==> src/rtl/clkg_pkg.sv <==
// Shared widths and types for the clock divider.
// Assumes: one configuration word per stage, packed with the fields from MSB to LSB.
package clkg_pkg;
    localparam int DIV_W = 8;               // ratio-minus-one field width
    localparam int SEL_W = 3;               // source select width
    localparam int NSRC  = 1 << SEL_W;      // number of source inputs
    localparam int CFG_W = DIV_W + SEL_W + 2;

    // Field order sets the bit positions: [12:5] ratio, [4:2] select, [1] inv, [0] bypass
    typedef struct packed {
        logic [DIV_W-1:0] ratio_m1;
        logic [SEL_W-1:0] sel;
        logic             out_inv;
        logic             bypass;
    } stage_cfg_t;

    typedef enum logic [1:0] {
        BUS_OFF = 2'd0,
        BUS_RSV = 2'd1,
        BUS_DYN = 2'd2,
        BUS_ON  = 2'd3
    } bus_mode_t;
endpackage

==> src/rtl/clkg_regs.sv <==
// Register file for the clock divider: per-stage configuration words at
// even word addresses 2*s, and a control word at 2*NSTAGE.
// Assumes: single-cycle writes and a combinational read mux; reserved addresses read 0.
module clkg_regs
    import clkg_pkg::*;
#(
    parameter int NSTAGE = 2,
    parameter int ADDR_W = 3,
    parameter int CTL_W  = 4 + NSTAGE
) (
    input  logic              clk,
    input  logic              rst_n,
    input  logic              we_i,
    input  logic [ADDR_W-1:0] addr_i,
    input  logic [CFG_W-1:0]  wdata_i,
    output logic [CFG_W-1:0]  rdata_o,
    output logic [CTL_W-1:0]  ctl_o,
    output stage_cfg_t        cfg_o [NSTAGE]
);
    localparam logic [ADDR_W-1:0] CTL_ADDR = ADDR_W'(2 * NSTAGE);

    logic [CTL_W-1:0] ctl_q;
    stage_cfg_t       cfg_q [NSTAGE];
    logic             hit;

    // Register writes; only decoded addresses update storage
    always_ff @(posedge clk) begin
        if (!rst_n) begin
            ctl_q <= '0;
            for (int s = 0; s < NSTAGE; s++) cfg_q[s] <= '0;
        end else if (we_i) begin
            if (addr_i == CTL_ADDR) ctl_q <= wdata_i[CTL_W-1:0];
            for (int s = 0; s < NSTAGE; s++)
                if (addr_i == ADDR_W'(2 * s)) cfg_q[s] <= stage_cfg_t'(wdata_i);
        end
    end

    // Read mux and address hit decode
    always_comb begin
        rdata_o = '0;
        hit     = 1'b0;
        if (addr_i == CTL_ADDR) begin
            rdata_o = CFG_W'(ctl_q);
            hit     = 1'b1;
        end
        for (int s = 0; s < NSTAGE; s++) begin
            if (addr_i == ADDR_W'(2 * s)) begin
                rdata_o = cfg_q[s];
                hit     = 1'b1;
            end
        end
    end

    assign ctl_o = ctl_q;
    assign cfg_o = cfg_q;


    rsv_ctl_chk: assert property (@(posedge clk) disable iff (!rst_n)
        (we_i && !hit) |=> $stable(ctl_q));

    for (genvar g = 0; g < NSTAGE; g++) begin : g_rsv

        rsv_cfg_chk: assert property (@(posedge clk) disable iff (!rst_n)
            (we_i && !hit) |=> $stable(cfg_q[g]));
    end
endmodule

==> src/rtl/clkg_stage.sv <==
// One divider stage. It picks a source level, optionally inverts it, and counts
// its rising edges on the reference clock. It outputs the divided clock
// (high ceil(N/2) periods), the raw level (bypass or N = 1), optionally inverted.
// Assumes: source levels change at most once per reference cycle; the new ratio loads at terminal count.
module clkg_stage
    import clkg_pkg::*;
(
    input  logic            clk,
    input  logic            rst_n,
    input  logic            en_i,
    input  logic            in_inv_i,
    input  stage_cfg_t      cfg_i,
    input  logic [NSRC-1:0] src_i,
    output logic            out_o
);
    logic             sel_lvl, lvl_q, rise, term, dq_q, base;
    logic [DIV_W-1:0] cnt_q, div_q, cnt_nx, div_nx;
    logic [DIV_W:0]   hi_len;

    // Source selection, edge detect and next-count values
    always_comb begin
        sel_lvl = src_i[cfg_i.sel] ^ in_inv_i;
        rise    = sel_lvl & ~lvl_q;
        term    = (cnt_q == div_q);
        cnt_nx  = term ? '0 : cnt_q + DIV_W'(1);
        div_nx  = term ? cfg_i.ratio_m1 : div_q;
        hi_len  = ({1'b0, div_nx} + (DIV_W+1)'(2)) >> 1;
    end

    // Divider state: the level history, the counter, the active ratio and the divided level
    always_ff @(posedge clk) begin
        if (!rst_n) begin
            lvl_q <= 1'b0;
            cnt_q <= '0;
            div_q <= '0;
            dq_q  <= 1'b0;
        end else begin
            lvl_q <= sel_lvl;
            if (!en_i) begin
                cnt_q <= '0;
                div_q <= cfg_i.ratio_m1;
                dq_q  <= 1'b0;
            end else if (rise) begin
                cnt_q <= cnt_nx;
                div_q <= div_nx;
                dq_q  <= ({1'b0, cnt_nx} < hi_len);
            end
        end
    end

    // Output path selection with inversion and global gating
    always_comb begin
        base  = (cfg_i.bypass || div_q == '0) ? lvl_q : dq_q;
        out_o = en_i & (base ^ cfg_i.out_inv);
    end


    cnt_range_chk: assert property (@(posedge clk) disable iff (!rst_n)
        cnt_q <= div_q);


    ratio_hold_chk: assert property (@(posedge clk) disable iff (!rst_n)
        (en_i && !(rise && term)) |=> $stable(div_q));


    off_quiet_chk: assert property (@(posedge clk) disable iff (!rst_n)
        !en_i |=> (cnt_q == '0 && !dq_q));
endmodule

==> src/rtl/clkg_gate.sv <==
// Decodes the bus-clock and register-clock gating modes into gate enables.
// Assumes: the reserved bus mode acts as off; request inputs are synchronous to clk.
module clkg_gate
    import clkg_pkg::*;
(
    input  bus_mode_t bus_mode_i,
    input  logic      reg_on_i,
    input  logic      bus_req_i,
    input  logic      reg_req_i,
    output logic      bus_gate_o,
    output logic      reg_gate_o
);
    // Mode decode for both gate enables
    always_comb begin
        unique case (bus_mode_i)
            BUS_DYN: bus_gate_o = bus_req_i;
            BUS_ON:  bus_gate_o = 1'b1;
            default: bus_gate_o = 1'b0;
        endcase
        reg_gate_o = reg_on_i | reg_req_i;
    end
endmodule

==> src/rtl/clkg_top.sv <==
// Top of the cascadable clock divider: register file, NSTAGE divider stages
// (each stage after stage 0 sees the previous output on source code 0) and gate decode.
// Assumes: all sources are levels sampled on clk; synchronous active-low reset.
module clkg_top
    import clkg_pkg::*;
#(
    parameter int NSTAGE = 2,
    parameter int ADDR_W = $clog2(2 * NSTAGE + 1)
) (
    input  logic              clk,
    input  logic              rst_n,
    input  logic              reg_we,
    input  logic [ADDR_W-1:0] reg_addr,
    input  logic [CFG_W-1:0]  reg_wdata,
    output logic [CFG_W-1:0]  reg_rdata,
    input  logic [NSRC-1:0]   src_clk,
    input  logic              bus_req,
    input  logic              reg_req,
    output logic [NSTAGE-1:0] clk_out,
    output logic              bus_gate,
    output logic              reg_gate
);
    localparam int CTL_W   = 4 + NSTAGE;
    localparam int EN_BIT  = 2;
    localparam int REG_BIT = 3;
    localparam int INV_LSB = 4;

    logic [CTL_W-1:0] ctl;
    stage_cfg_t       cfg [NSTAGE];
    logic [NSRC-1:0]  ssrc [NSTAGE];
    logic             stg_out [NSTAGE];

    clkg_regs #(.NSTAGE(NSTAGE), .ADDR_W(ADDR_W), .CTL_W(CTL_W)) u_regs (
        .clk     (clk),
        .rst_n   (rst_n),
        .we_i    (reg_we),
        .addr_i  (reg_addr),
        .wdata_i (reg_wdata),
        .rdata_o (reg_rdata),
        .ctl_o   (ctl),
        .cfg_o   (cfg)
    );

    for (genvar s = 0; s < NSTAGE; s++) begin : g_stage
        if (s == 0) begin : g_first
            assign ssrc[s] = src_clk;
        end else begin : g_casc
            assign ssrc[s] = {src_clk[NSRC-1:1], stg_out[s-1]};
        end

        clkg_stage u_stage (
            .clk      (clk),
            .rst_n    (rst_n),
            .en_i     (ctl[EN_BIT]),
            .in_inv_i (ctl[INV_LSB + s]),
            .cfg_i    (cfg[s]),
            .src_i    (ssrc[s]),
            .out_o    (stg_out[s])
        );

        assign clk_out[s] = stg_out[s];
    end

    clkg_gate u_gate (
        .bus_mode_i (bus_mode_t'(ctl[1:0])),
        .reg_on_i   (ctl[REG_BIT]),
        .bus_req_i  (bus_req),
        .reg_req_i  (reg_req),
        .bus_gate_o (bus_gate),
        .reg_gate_o (reg_gate)
    );


    bus_rsv_chk: assert property (@(posedge clk) disable iff (!rst_n)
        (ctl[1:0] == 2'd1) |-> !bus_gate);


    reg_on_chk: assert property (@(posedge clk) disable iff (!rst_n)
        ctl[REG_BIT] |-> reg_gate);
endmodule

==> config.mk <==
export PLATFORM = sky130hd
export DESIGN_NAME = clkg_top
export DESIGN_NICKNAME = d
export VERILOG_FILES = /design/src/rtl/clkg_pkg.sv /design/src/rtl/clkg_regs.sv /design/src/rtl/clkg_stage.sv /design/src/rtl/clkg_gate.sv /design/src/rtl/clkg_top.sv
export SDC_FILE = /design/constraint.sdc
export NUM_CORES = 1
export LEC_CHECK = 0
export ABC_AREA = 1
export ABC_CLOCK_PERIOD_IN_PS = 2700
export BUFFER_PORTS_ARGS = -buffer_cell sky130_fd_sc_hd__buf_2
export CAP_MARGIN = 5
export CORE_ASPECT_RATIO = 1.2
export CORE_MARGIN = 2
export CORE_UTILIZATION = 47
export CTS_BUF_LIST = sky130_fd_sc_hd__clkbuf_4
export CTS_CLUSTER_SIZE = 25
export DETAILED_ROUTE_END_ITERATION = 12
export GPL_TIMING_DRIVEN = 0
export PLACE_DENSITY_LB_ADDON = 0.1
export SYNTH_ARGS = -nofsm -noshare
export SYNTH_HDL_FRONTEND = slang
export SYNTH_SLANG_ARGS = --single-unit
==> constraint.sdc <==
create_clock -name clk -period 2.7 [get_ports clk]
set_clock_uncertainty 0.2 [all_clocks]
set_input_delay 0.405 -clock clk [delete_from_list [all_inputs] [get_ports clk]]
set_output_delay 0.405 -clock clk [all_outputs]
set_load 0.01 [all_outputs]
# Yosys cells after proc, flatten, opt, wreduce, memory -nomap -nowiden
# Cells that the tools add are included.
# totals
out_inout_bits,17
inputBits,29
latch_bits,0
mem_bits_ro,0
n_memories,0
elab_cells,71
ramBits,0
reg_bits,68
# classes
multipliers,0
bitwise_logic,11
reduce_logical,9
div,0
muxes,18
n_addsub,4
n_shift,0
eq_ne,8
magnitude_cmp,4
# op_table
cell,n
two-way mux 8 bit,8
two-way mux 13 bit,2
"adder 8 x 2 -> 9 bit, second input constant",2
"adder 8 x 1 -> 8 bit, second input constant",2
equality test 8 bit,2
logical NOT 8 bit,2
less-than comparator 8 bit,2
"less-than comparator 3 x 4 -> 1 bit, second input constant",2
AND reduction 2 bit,4
binary-select mux 1 bit (select 3 bit),2
two-way mux 6 bit,1
bitwise AND 1 bit,4
"equality test 2 bit, second input constant",2
two-way mux 1 bit,4
"inequality test 2 x 1 -> 1 bit, second input constant",2
XOR 1 bit,4
"equality test 3 x 2 -> 1 bit, second input constant",1
"equality test 3 bit, second input constant",1
logical NOT 3 bit,1
logical OR 1 bit,2
inverter 1 bit,2
case mux 1 bit (2 select lines),1
bitwise OR 1 bit,1

# Depth between registers and ports, before layout
# Gate-level depths: netlist of the first run.
# logic_depth
depth_word,11
mapped_depth,19
ltp_nobuf,19

# By module
# A second synthesis of the first run with hierarchy kept.
# hier_totals
cells_unflattened,772
area_unflattened_um2,4768.3
# by_module_without_submodules
module,seq_area_each_um2,n_inst,area_each_um2,cells_per_inst
clkg_stage,360.3,2,1478.9,236
clkg_regs,640.6,1,1793.0,296
clkg_gate,0.0,1,17.5,4

# Worst setup path before layout of the first run
# No wires, ideal clock.
# synth_path
path_type,register -> register
from,register g_stage[0].u_stage.div_q[5]
to,register g_stage[0].u_stage.dq_q
stages_incl_launch_ff,14
setup_ps,70
required_time_ps,2430
arrival_ps,2365
path_slack_ps,65
path_buffers,0
path_cell_list,dfxtp_1 -> xor2_1 -> nor4_4 -> nand2_2 -> o21a_1 -> nor2_1 -> nand3b_1 -> xor2_1 -> ha_1 -> a21oi_1 -> nor2_1 -> a211oi_1 -> nand2_1 -> a21oi_1
# synth_via
elab_chain_len,4
word_cells_on_any_way,5
cone_classes,add/sub (1); order compare (1); eq/ne (1); mux (2)
# synth_lines
element,line_no,source
start: declaration,clkg_stage.sv:17,"logic [DIV_W-1:0] cnt_q, div_q, cnt_nx, div_nx;"
start signal: assignment,clkg_stage.sv:41,div_q <= cfg_i.ratio_m1;
start signal: assignment,clkg_stage.sv:45,div_q <= div_nx;
equality test 8 bit,clkg_stage.sv:24,term = (cnt_q == div_q);
two-way mux 8 bit,clkg_stage.sv:26,div_nx = term ? cfg_i.ratio_m1 : div_q;
adder 8 x 2 -> 9 bit,clkg_stage.sv:27,"hi_len = ({1'b0, div_nx} + (DIV_W+1)'(2)) >> 1;"
less-than comparator 8 bit *,clkg_stage.sv:46,"dq_q <= ({1'b0, cnt_nx} < hi_len);"
end signal: assignment,clkg_stage.sv:46,
end: declaration,clkg_stage.sv:16,"logic sel_lvl, lvl_q, rise, term, dq_q, base;"
# Mark *: on every way between the ends. The rest lies on a longest branch, timed or not.
# A chain may end at the register's enable or synchronous reset.

# Final worst setup path of the first run
# layout_path
from,register g_stage[0].u_stage.cnt_q[4]
to,register g_stage[0].u_stage.dq_q
# layout_via
elab_chain_len,4
word_cells_on_any_way,6
cone_classes,add/sub (2); order compare (1); eq/ne (1); mux (2)
# layout_lines
element,line_no,source
start: declaration,clkg_stage.sv:17,
start signal: assignment,clkg_stage.sv:44,cnt_q <= cnt_nx;
equality test 8 bit,clkg_stage.sv:24,
two-way mux 8 bit,clkg_stage.sv:26,
adder 8 x 2 -> 9 bit,clkg_stage.sv:27,
less-than comparator 8 bit *,clkg_stage.sv:46,
# Marked as above.

==> impl_results.md, run 1 <==
* Die X at 90.6 um
* Max frequency at 342 MHz
* VDD IR max at 0.297 mV
* Reg2Reg Capture Point: g_stage[0].u_stage.dq_q$_SDFFE_PN0P_
* Starting Density at 48.9%
* Max Cap Viol at 0
* Finished Layout Cells at around 820
* Final Cell Area at 5120 um^2
* Worst-Margin Slew at 0.714 ns
* Cell Area, Synth at 4230 um^2
* Syn avg cell area at 6.73 um^2
* Setup Viol. Count Final at 3
* Antenna cell count at 0
* Period minus WS final at between 2 and 3 ns
* WP data arrival at 3.11 ns
* First-pass GRT wire length at 19.9 mm
* Critical path peak fanout at 5
* Drt total wl at 12.5 mm
* Crit-path cells: xor2_2, nor4_4, nand2_2, nand2_1, o21ai_1, inv_2, nand2_2, nor2_4, nand3b_1, xor2_1, ha_1, a21oi_2, nor2_1, a211oi_1, nand2_1, a21oi_2
* GPL Wtd Cong at 0.937
* Net Count, Synth at 676
* Register area at 1390 um^2
* Hold WS at 0.0514 ns
* Number of routed nets with antenna violations at 0
* CTS Sinks at 68
* Yosys reg bits at 68
* Gr ovfl total at 0
* Initial DRC Count at 278
* Post-layout power at 2570 uW
* Startpoint Class: flip-flop
* Final worst setup slack at -0.222 ns
* Clock latency on the worst-skew pair at 0.44 ns
* Sw frac at around a third
* DP Area at 4610 um^2
* CP max stage cell: dfxtp_1
* EDFF count, synth at 0
* Hold buffers post-CTS at 0
* Hold Path Stages at 3
* Syn Inst Count at 629
* Unique masters post-synth at 40
* Maximum number of pins on one net before global-route repair at 13
* Internal power at 1730 uW
* FILL cells at about 850
* Setup slack, reg-to-reg at -0.22 ns
* Die Ht at 108 um
* Critical hold path startpoint: reg_wdata[3]
* R2r worst-path depth at 16
* Sequential share of the synthesized area at 32.2%
* Leak pwr at 0.00211 uW
* Status: finished, violations left
* Relative slew margins at 52.4%
* Top FF cell, synth: dfxtp_1
* Clk pwr share at 33.9%
* Final hold violations at 0
* Hold WC Path Type: in2reg
* Die area at 9790 um^2
* GRT Overall Usage at 26.0%
* Setup_tns at -0.606 ns
* Vias in the first global route at 4179
* Nets@finish at roughly 750
* Via count at about 4400
* Initial antenna violation count at 0
* Violated checks: setup timing
* RSZ-0062 raised after global routing: yes
* Post-DP HPWL at between 9 and 10 mm
* CTS clk-pin slew, worst paths at roughly 0.12 ns
* Sw power at between 800 and 900 uW
* Root buf cell: clkbuf_4
* Rows at 37
* Max Root-Sink Buffers at 2
* P&R area growth vs syn at 20.9%
* Max-slew violations at 0
* Per-cell routed wire length at 15.2 um
* Area of the multi-input gates at 2620 um^2
* CTS tree: yes
* Port bufs at 45
* Num CTS Buffers at 9
* Placed Cells at between 700 and 800
* Warnings, synthesis at 0
* Final Cycle Share at 108%
* Number of vias per cell at 5.37
* Crit path capture type: flip-flop
* CP Launch Point: g_stage[0].u_stage.cnt_q[4]$_SDFFE_PN0P_
* Core area at 8660 um^2
* Layout cells sized above 1 at 23.0%
* Pwr dens at 503 nW/um^2
* Reg power frac at 41.1%
* Hold endpoint: u_regs.ctl_o[3]$_SDFFE_PN0P_
* Initial DRT Pass Iterations at 5
* CP Class: reg2reg
* Critical path's largest stage delay at 0.37 ns
* IO Count at 46
* Drc violations at 0
* Async SR Flop Fraction at 0%
* CP Data Required Time at roughly 2.9 ns
* Reg-to-Reg Start: g_stage[0].u_stage.cnt_q[4]$_SDFFE_PN0P_
* # H-tree levels at 3
* Combinational Power Share at 24.9%
-- through the flow --
| step | util (%) | setup slack (ns) |
|---|---|---|
| after floorplan | - | 0.0652 |
| after global placement | 53.2 | -0.278 |
| after detailed placement | 53.2 | -0.339 |
| after CTS | 57.7 | -0.261 |
| after global routing | 59.1 | -0.391 |
| final | 59.1 | -0.222 |
-- how the worst max path moves through the flow --
stage	to	slack, ns
finish	g_stage[0].u_stage.dq_q$_SDFFE_PN0P_	-0.22
detailed placement	g_stage[1].u_stage.dq_q$_SDFFE_PN0P_	-0.34
CTS	g_stage[1].u_stage.dq_q$_SDFFE_PN0P_	-0.26
floorplan	g_stage[0].u_stage.dq_q$_SDFFE_PN0P_	0.07
global placement	g_stage[1].u_stage.dq_q$_SDFFE_PN0P_	-0.28
global route	g_stage[0].u_stage.dq_q$_SDFFE_PN0P_	-0.39
-- registers in the layout (all words and copies together), names as in the netlist --
name,cells
g_stage.u_stage.dq_q,2
u_regs.cfg_o,26
g_stage.u_stage.cnt_q,16
u_regs.ctl_o,6
g_stage.u_stage.div_q,16
g_stage.u_stage.lvl_q,2
-- worst max-delay path: cells and delay by family (launching register included) --
family | cells | cell delay [ns]
xor gates and xnor gates | 2 | 0.35
buffers and inverters | 1 | 0.10
DFF | 1 | 0.37
AOI/OAI and AO/OA | 4 | 0.50
adders and majority gates | 1 | 0.32
and+or+nand+nor | 8 | 1.02
-- layout make-up --
cell class | count | area share (%)
well taps | 117 | 2.86
repair buffers | 59 | 6.45
flip-flops and latches | 68 | 27.2
inverters | 89 | 6.60
multi-input cells | 452 | 51.2
clock inverters | 6 | 2.22
plain buffers | 22 | 2.20
clock buffers | 9 | 1.32
-- cell usage in the layout (no fill, tap or decap), types with 3 or more instances in the layout --
master,n
o21ai_2,7
xor2_1,13
o21ai_0,65
nor2_1,44
bufinv_16,3
inv_2,11
nand2_1,125
nand4_1,5
nor3_1,7
buf_4,18
inv_1,76
nand2_2,8
a21oi_2,4
o22ai_1,10
a21oi_1,71
nand3_1,21
ha_1,15
a211oi_1,3
xnor2_1,4
nor3_4,3
clkbuf_1,12
clkbuf_4,9
a31oi_1,5
dfxtp_1,48
o221ai_1,6
xor2_2,5
o21ai_1,5
dfxtp_2,18
buf_2,47
clkinvlp_4,3
nand2_4,3
-- power by group through the flow --
stage / Clock, uW / Sequential (uW) / Combinational [uW]
global route: 925 / 1060 / 713
floorplan: 0 / 1070 / 400
detailed placement: 0 / 1080 / 541
CTS: 879 / 1060 / 599
finish: 873 / 1060 / 642
global placement: 0 / 1080 / 532
-- cells in the mapped netlist (5+ instances only) --
cell type | n | area, um^2
xor2_1 | 18 | 158
clkbuf_1 | 13 | 48.8
o21ai_1 | 5 | 25.0
o221ai_1 | 6 | 52.6
o21ai_2 | 8 | 70.1
nand3_1 | 21 | 105
inv_1 | 84 | 315
nor3_1 | 8 | 40.0
a21oi_1 | 75 | 375
a31oi_1 | 5 | 31.3
ha_1 | 18 | 225
nor2_1 | 46 | 173
dfxtp_1 | 68 | 1360
o21ai_0 | 66 | 330
nand2_1 | 131 | 492
nand4_1 | 5 | 31.3
o22ai_1 | 10 | 62.6
-- metal layers --
metal  GRT usage, %  wire (um)
met5              0          0
met4           14.3        551
met3           3.55        665
met2           45.1       5830
met1           31.1       5440
-- logic make-up after synthesis --
logic type,after synthesis,share of synthesized area (%)
buf+inv,111,10.4
compound gates,181,23.5
xor+xnor,23,4.93
flops,68,32.2
simple gates,228,23.7
fa+ha+maj,18,5.32
-- timing repair --
| item | 4_1_cts | 5_1_grt |
|---|---|---|
| buffers inserted | 10 | 4 |
| pin swaps | 15 | 16 |
| gates cloned | 2 | 0 |
| setup endpoints to repair | 3 | 4 |
| gates resized for setup | 39 | 29 |
Power figures use the tool's default switching activity.
==> inputs of run 2 (changes only) <==
Settings changed: ABC_AREA 1 to 0.
==> run 2 against run 1 <==
Effect of this change: design area grew 13%; core utilization grew 4.2 points; the flow still finishes with violations (setup timing); cell count shrank 8.9%; register-to-register slack lost 0.09 ns; maximum frequency shrank 3.1%; highest routed layer unchanged; synthesized cell count shrank 16%; sequential power shrank 4%; sequential share of layout area shrank 1.9 points; critical path type unchanged.
==> impl_results.md, run 2 <==
* IO Count at 46 (unchanged)
* Placed Cells at 692 (-13%)
* Area share of xor/xnor cells in the synthesized design at 9.04% (+4.1 points)
* Number of vias per cell at 5.54 (+3.1%)
* Die Ht at 111 um (+2.5%)
* Top FF cell, synth: dfxtp_1
* Clock latency on the worst-skew pair at 0.44 ns (about the same)
* Max frequency at 332 MHz (-3.1%)
* CTS clk-pin slew, worst paths at 0.13 ns (about the same)
* Multiplexer area fraction after synthesis at 14.4% (+14 points)
* Setup_tns at -0.624 ns (-0.0186 ns)
* Drt total wl at 12.9 mm (+3.4%)
* Final Cycle Share at 112% (+3.4 points)
* Initial DRC Count at 230 (-17%)
* CP Data Required Time at 2.90 ns (+0.02 ns)
* Yosys top cell area share at 30.6% (-1.6 points)
* Leak pwr at 0.00230 uW (+8.9%)
* CP Class: reg2reg
* Critical path peak fanout at 5 (unchanged)
* FILL cells at 786 (-7.6%)
* Rows at 38 (+2.7%)
* Clk pwr share at 37.8% (+3.9 points)
* Commonest non-fill, non-tap cells in the layout: nand2_1 (86), mux2i_1 (52), nor2_1 (49)
* GRT Overall Usage at 25.2% (-0.81 points)
* Startpoint Class: flip-flop
* Sequential share of the synthesized area at 30.6% (-1.6 points)
* RSZ-0062 raised after global routing: yes
* Port bufs at 42 (-6.7%)
* Violated checks: setup timing
* Period minus WS final at 3.02 ns (+0.0928 ns)
* # H-tree levels at 3 (unchanged)
* CTS Sinks at 68 (unchanged)
* Largest register FFs at 26 (unchanged)
* Number of routed nets with antenna violations at 0 (unchanged)
* Final hold violations at 0 (unchanged)
* Sw power at 623 uW (-26%)
* Hold WC Path Type: in2reg
* Gr ovfl total at 0 (unchanged)
* Warnings, synthesis at 0 (unchanged)
* Yosys top cell by area: dfxtp_1
* Compound-gate portion of the synthesized area at 14.5% (-9.0 points)
* Nets@finish at 671 (-10%)
* Commonest cells post-synth: nand2_1 (90), dfxtp_1 (68), mux2i_1 (54)
* Cell Area, Synth at 4450 um^2 (+5.2%)
* Per-cell routed wire length at 17.2 um (+13%)
* Post-DP HPWL at 8.79 mm (-7.5%)
* Setup Viol. Count Final at 2 (-1)
* Core area at 9130 um^2 (+5.4%)
* Antenna cell count at 0 (unchanged)
* Dpl ws at -0.507 ns (-0.168 ns)
* Synth area leaders: dfxtp_1 (31%), mux2i_1 (12%), nand2_1 (7.6%)
* Syn avg cell area at 8.40 um^2 (+25%)
* Fin util at 63.3% (+4.2 points)
* First-pass GRT wire length at 20.5 mm (+3.0%)
* Drc violations at 0 (unchanged)
* Maximum number of pins on one net before global-route repair at 14 (+1)
* WP data arrival at 3.21 ns (+0.10 ns)
* Sw frac at 29.0% (-3.6 points)
* Vias in the first global route at 4096 (-2.0%)
* Largest family of logic cells by synthesized area: simple AND/OR/NAND/NOR gates
* Finished Layout Cells at 749 (-8.9%)
* Final worst setup slack at -0.315 ns (-0.0928 ns)
* Max-slew violations at 0 (unchanged)
* Yosys reg bits at 68 (unchanged)
* Net Count, Synth at 577 (-15%)
* Via count at 4146 (-6.1%)
* Max Cap Viol at 0 (unchanged)
* Initial antenna violation count at 0 (unchanged)
* Crit path capture type: flip-flop
* Most common cell after layout, fill and taps aside: nand2_1
* Combinational Power Share at 14.7% (-10 points)
* Async SR Flop Fraction at 0% (unchanged)
* Internal power at 1530 uW (-12%)
* Num CTS Buffers at 9 (unchanged)
* P&R area growth vs syn at 29.7%
* Simple-gate portion of the synthesized area at 23.1% (-0.64 points)
* Die area at 10300 um^2 (+5.0%)
* Layout cells sized above 1 at 32.1% (+9.1 points)
* Status: finished, violations left
* Starting Density at 48.8% (-0.11 points)
* GPL Wtd Cong at 0.849 (-9.4%)
* Adder-Cell Fraction of Synth Area at 5.06% (-0.26 points)
* Reg power frac at 47.5% (+6.4 points)
* Worst-Margin Slew at 0.600 ns (-0.115 ns)
* Syn Inst Count at 530 (-16%)
* Initial DRT Pass Iterations at 4 (-1)
* Unique masters post-synth at 55 (+38%)
* VDD IR max at 0.249 mV (-16%)
* Pwr dens at 372 nW/um^2 (-26%)
* Root buf cell: clkbuf_4
* Max Root-Sink Buffers at 2 (unchanged)
* Count leader, synth: nand2_1
* EDFF count, synth at 0 (unchanged)
* CTS tree: yes
* Die X at 92.9 um (+2.5%)
* Relative slew margins at 60.0% (+7.7 points)
[run 2: cell count changes in the layout (fill, tap and decap cells not counted), sizes merged, moves of 12 or more]
cell | previous run | this run
a21boi | 0 | 26
a21oi | 75 | 18
and3 | 0 | 12
buf | 68 | 89
inv | 87 | 9
mux2i | 0 | 54
nand2 | 136 | 90
nor2b | 0 | 18
o21ai | 79 | 5
xnor2 | 5 | 28
[run 2: per-layer routing]
metal / global-route usage, % / vias up / wire [um]
met2: 42.2 / 140 / 6430
li1: - / 2048 / -
met5: 0 / - / 0
met1: 32.0 / 1936 / 5560
met3: 3.14 / 22 / 624
met4: 11.2 / 0 / 289
[run 2: kinds of logic after synthesis]
family                   count (synthesis)
buffers and inverters                   35
adder cells (fa/ha/maj)                 18
AND/OR/NAND/NOR                        219
multiplexers                            60
AO/OA/AOI/OAI                           84
flip-flops                              68
XOR/XNOR                                46
[run 2: power groups by stage]
stage                     sequential [uW]  clock, uW  combinational, uW
after floorplan                      1060          0                171
after global placement               1060          0                238
after detailed placement             1060          0                242
after CTS                            1030        819                275
after global routing                 1020        858                341
final                                1020        812                316
[run 2: worst paths after layout]
path / start / to / slack, ns / cells past startpoint
worst max-delay path: g_stage[0].u_stage.div_q[2]$_SDFFE_PN0P_ / g_stage[0].u_stage.dq_q$_SDFFE_PN0P_ / -0.32 / 14
worst min-delay path: reg_wdata[11] / u_regs.cfg_o[24]$_SDFFE_PN0P_ / 0.02 / 3
worst max register to register: g_stage[0].u_stage.div_q[2]$_SDFFE_PN0P_ / g_stage[0].u_stage.dq_q$_SDFFE_PN0P_ / -0.32 / 14
worst min register to register: u_regs.cfg_o[5]$_SDFFE_PN0P_ / g_stage[1].u_stage.div_q[0]$_SDFFE_PN0P_ / 0.26 / 2
[run 2: area by class of cell]
cell class | instances | area [um^2] | share of cell area, %
Inverter | 7 | 26.3 | 0.455
Tap cell | 120 | 150 | 2.60
Clock buffer | 9 | 67.6 | 1.17
Timing Repair Buffer | 86 | 588 | 10.2
Sequential cell | 68 | 1460 | 25.3
Multi-Input combinational cell | 427 | 3250 | 56.2
Clock inverter | 7 | 97.6 | 1.69
Buffer | 25 | 138 | 2.38
[run 2: repair_timing]
item                                    in CTS  in global routing
hold buffers                                 4                  0
buffers inserted                            21                 18
endpoints found under the hold margin        6                  0
cloned                                       0                  1
endpoints found under the setup margin       2                 29
gates resized for setup                     49                 57
pin swaps                                   15                 39
[run 2: worst max-delay path: stages (launching register included)]
cell,delay [ns]
dfxtp_4,0.39
xnor2_1,0.17
nand4_1,0.14
buf_4,0.18
nor2_4,0.16
buf_8,0.15
buf_4,0.13
o21ai_4,0.05
ha_4,0.17
o211ai_1,0.10
xnor2_1,0.16
ha_1,0.27
a21o_1,0.20
a2111oi_2,0.34
a32o_1,0.16
[run 2: stage by stage]
step	hold WS [ns]	instance area, um^2	power, uW
after global placement	0.267	4920	1300
after global routing	0.0217	5780	2220
after detailed placement	0.280	4920	1310
after floorplan	0.248	4560	1230
after CTS	0.00242	5390	2120
final	0.0220	5780	2150
==> inputs of run 3 (changes only) <==
Settings changed: PLACE_DENSITY set to 0.76, PLACE_DENSITY_LB_ADDON 0.1 to unset.
==> run 3 against run 2 <==
Effect of this change: the run still ends with setup timing left; register-to-register slack improved by 0.07 ns; hold slack better by 0.017 ns; worst setup slack improved by 0.075 ns; wire length fell by 9.5%; maximum frequency up 2.5%; design area down 7.1%; sequential share of layout area increased by 1.2 points; largest cell class unchanged.
==> impl_results.md, run 3 (synthesis results as in run 2) <==
* Gr ovfl total at 0 (unchanged)
* Violated checks: setup timing
* Setup Viol. Count Final at 2 (unchanged)
* CTS clk-pin slew, worst paths at 0.12 ns (about the same)
* CP max stage cell: dfxtp_2
* Hold WC Path Type: in2reg
* Setup slack, reg-to-reg at -0.24 ns (+0.07 ns)
* Core area at 9130 um^2 (unchanged)
* CTS tree: yes
* Via count at 4052 (-2.3%)
* Critical path's largest stage delay at 0.41 ns (+0.02 ns)
* WP data arrival at 3.11 ns (-0.10 ns)
* Port bufs at 42 (unchanged)
* Drc violations at 0 (unchanged)
* Per-cell routed wire length at 16.2 um (-6.1%)
* GR Util met2 at 39.2% (-2.9 points)
* Antenna cell count at 0 (unchanged)
* Register area at 1420 um^2 (-2.7%)
* Final worst setup slack at -0.241 ns (+0.0746 ns)
* Clock latency on the worst-skew pair at 0.42 ns (-0.02 ns)
* GRT Overall Usage at 22.8% (-2.4 points)
* M1 GR Usage at 29.1% (-3.0 points)
* Setup_tns at -0.481 ns (+0.143 ns)
* Largest register FFs at 26 (unchanged)
* Hold Path Stages at 3 (unchanged)
* Nets@finish at 644 (-4.0%)
* Die X at 92.9 um (unchanged)
* Post-layout power at 2050 uW (-4.4%)
* Pwr dens at 382 nW/um^2 (+2.9%)
* Initial antenna violation count at 0 (unchanged)
* Root buf cell: clkbuf_4
* Reg2Reg Capture Point: g_stage[0].u_stage.dq_q$_SDFFE_PN0P_
* Post-DP HPWL at 8.56 mm (-2.6%)
* Relative slew margins at 62.6% (+2.6 points)
* Commonest non-fill, non-tap cells in the layout: nand2_1 (88), mux2i_1 (53), nor2_1 (50)
* Max Cap Viol at 0 (unchanged)
* Final Cycle Share at 109% (-2.8 points)
* Period minus WS final at 2.94 ns (-0.0746 ns)
* Max Root-Sink Buffers at 2 (unchanged)
* Number of vias per cell at 5.61 (+1.4%)
* Area of the multi-input gates at 3110 um^2 (-4.2%)
* Hold endpoint: u_regs.cfg_o[6]$_SDFFE_PN0P_
* Buffers plus inverters on the worst setup path at 1 (-2)
* Busiest grt layer: met2
* P&R area growth vs syn at 20.5%
* Finished Layout Cells at 722 (-3.6%)
* Die area at 10300 um^2 (unchanged)
* Startpoint Class: flip-flop
* Final Cell Area at 5370 um^2 (-7.1%)
* VDD IR max at 0.246 mV (-1.2%)
* Critical path peak fanout at 10 (+5)
* Layout cells sized above 1 at 25.4% (-6.7 points)
* Reg-to-Reg Start: g_stage[0].u_stage.cnt_q[2]$_SDFFE_PN0P_
* Maximum number of pins on one net before global-route repair at 12 (-2)
* Rows at 38 (unchanged)
* IO Count at 46 (unchanged)
* DP Area at 4920 um^2 (unchanged)
* Drt total wl at 11.7 mm (-9.5%)
* Max-slew violations at 0 (unchanged)
* Status: finished, violations left
* Cell family with the largest share of critical-path delay: compound AO/OA/AOI/OAI gates
* Crit path capture type: flip-flop
* Num CTS Buffers at 9 (unchanged)
* Worst-Margin Slew at 0.560 ns (-0.0392 ns)
* # H-tree levels at 3 (unchanged)
* Die Ht at 111 um (unchanged)
* CP Launch Point: g_stage[0].u_stage.cnt_q[2]$_SDFFE_PN0P_
* CP Class: reg2reg
* R2r worst-path depth at 13 (-1)
* RSZ-0062 raised after global routing: yes
* Initial DRT Pass Iterations at 5 (+1)
* Critical path's most frequent cell: xnor2_1
* Starting Density at 48.8% (unchanged)
* First-pass GRT wire length at 19.0 mm (-7.6%)
* Hold buffers post-CTS at 0 (-4)
* Initial DRC Count at 204 (-11%)
* CTS Sinks at 68 (unchanged)
* Leak pwr at 0.00210 uW (-8.5%)
* Max frequency at 340 MHz (+2.5%)
* Placed Cells at 692 (unchanged)
* Vias in the first global route at 3812 (-6.9%)
* Number of routed nets with antenna violations at 0 (unchanged)
* Final hold violations at 0 (unchanged)
* Dpl ws at -0.524 ns (-0.0170 ns)
* Critical hold path startpoint: reg_wdata[6]
* GPL Wtd Cong at 0.880 (+3.7%)
* CP Data Required Time at 2.87 ns (-0.03 ns)
* FILL cells at 788 (+0.25%)
* Crit-path cells: xnor2_1, nand4_1, nor2_4, buf_8, nand2_1, o21ai_2, ha_4, o211ai_1, xnor2_1, ha_1, a21o_1, a2111oi_4, a32o_1
* Grt met3 use at 3.07% (-0.068 points)
* Most common cell after layout, fill and taps aside: nand2_1
-- run 3: changes by cell type in the layout (fill, tap and decap cells not counted), sizes merged --
cell,delta
buf,-23
clkbuf,+2
clkinv,+1
clkinvlp,-1
dlygate4sd3,-4
inv,-2
-- run 3: final cells by class --
type | count | share of cell area (%)
sequential | 68 | 26.5
clock inverter | 5 | 1.42
clock buffer | 11 | 1.54
inverter | 7 | 0.489
buffer | 27 | 3.03
tap | 120 | 2.80
timing repair buffer | 57 | 6.25
multi-input combinational | 427 | 58.0
-- run 3: power by group --
part	internal, uW	total (uW)	switching [uW]
Sequential	1010	1030	25.0
Combinational	122	267	145
Clock	392	753	361
Total	1520	2050	531
-- run 3: routing by layer --
layer  vias up  share of wire [%]  wire length (um)
li1       2002                  -                 -
met1      1908                 42              4910
met2       120                 51              6010
met3        22                4.7               543
met4         0                1.8               206
met5         -                  0                 0
-- run 3: worst reg2reg max path, stage by stage, from the launching register on --
cell and delay (ns):
dfxtp_2 0.41, xnor2_1 0.14, nand4_1 0.23, nor2_4 0.21, buf_8 0.15, nand2_1 0.07
o21ai_2 0.09, ha_4 0.17, o211ai_1 0.10, xnor2_1 0.21, ha_1 0.28, a21o_1 0.20
a2111oi_4 0.29, a32o_1 0.16
-- run 3: worst max-delay path by stage --
stage	to	slack, ns	cells after the start
3_5_place_dp	g_stage[1].u_stage.dq_q$_SDFFE_PN0P_	-0.52	14
3_3_place_gp	g_stage[1].u_stage.dq_q$_SDFFE_PN0P_	-0.51	14
2_1_floorplan	g_stage[1].u_stage.dq_q$_SDFFE_PN0P_	-0.17	15
4_1_cts	g_stage[0].u_stage.dq_q$_SDFFE_PN0P_	-0.29	14
5_1_grt	g_stage[0].u_stage.dq_q$_SDFFE_PN0P_	-0.43	13
6_report	g_stage[0].u_stage.dq_q$_SDFFE_PN0P_	-0.24	13
-- run 3: through the flow --
| step | util, % | hold slack [ns] |
|---|---|---|
| 6_report | 58.8 | 0.0390 |
| 5_1_grt | 58.8 | 0.0227 |
| 4_1_cts | 56.7 | 0.0179 |
| 3_5_place_dp | 53.9 | 0.284 |
| 3_3_place_gp | 53.9 | 0.277 |
| 2_1_floorplan | - | 0.248 |
-- run 3: what timing repair did --
item,in CTS,in global routing
endpoints found under the setup margin,2,18
resized for setup,31,29
setup buffers,6,10
pin swaps,14,18
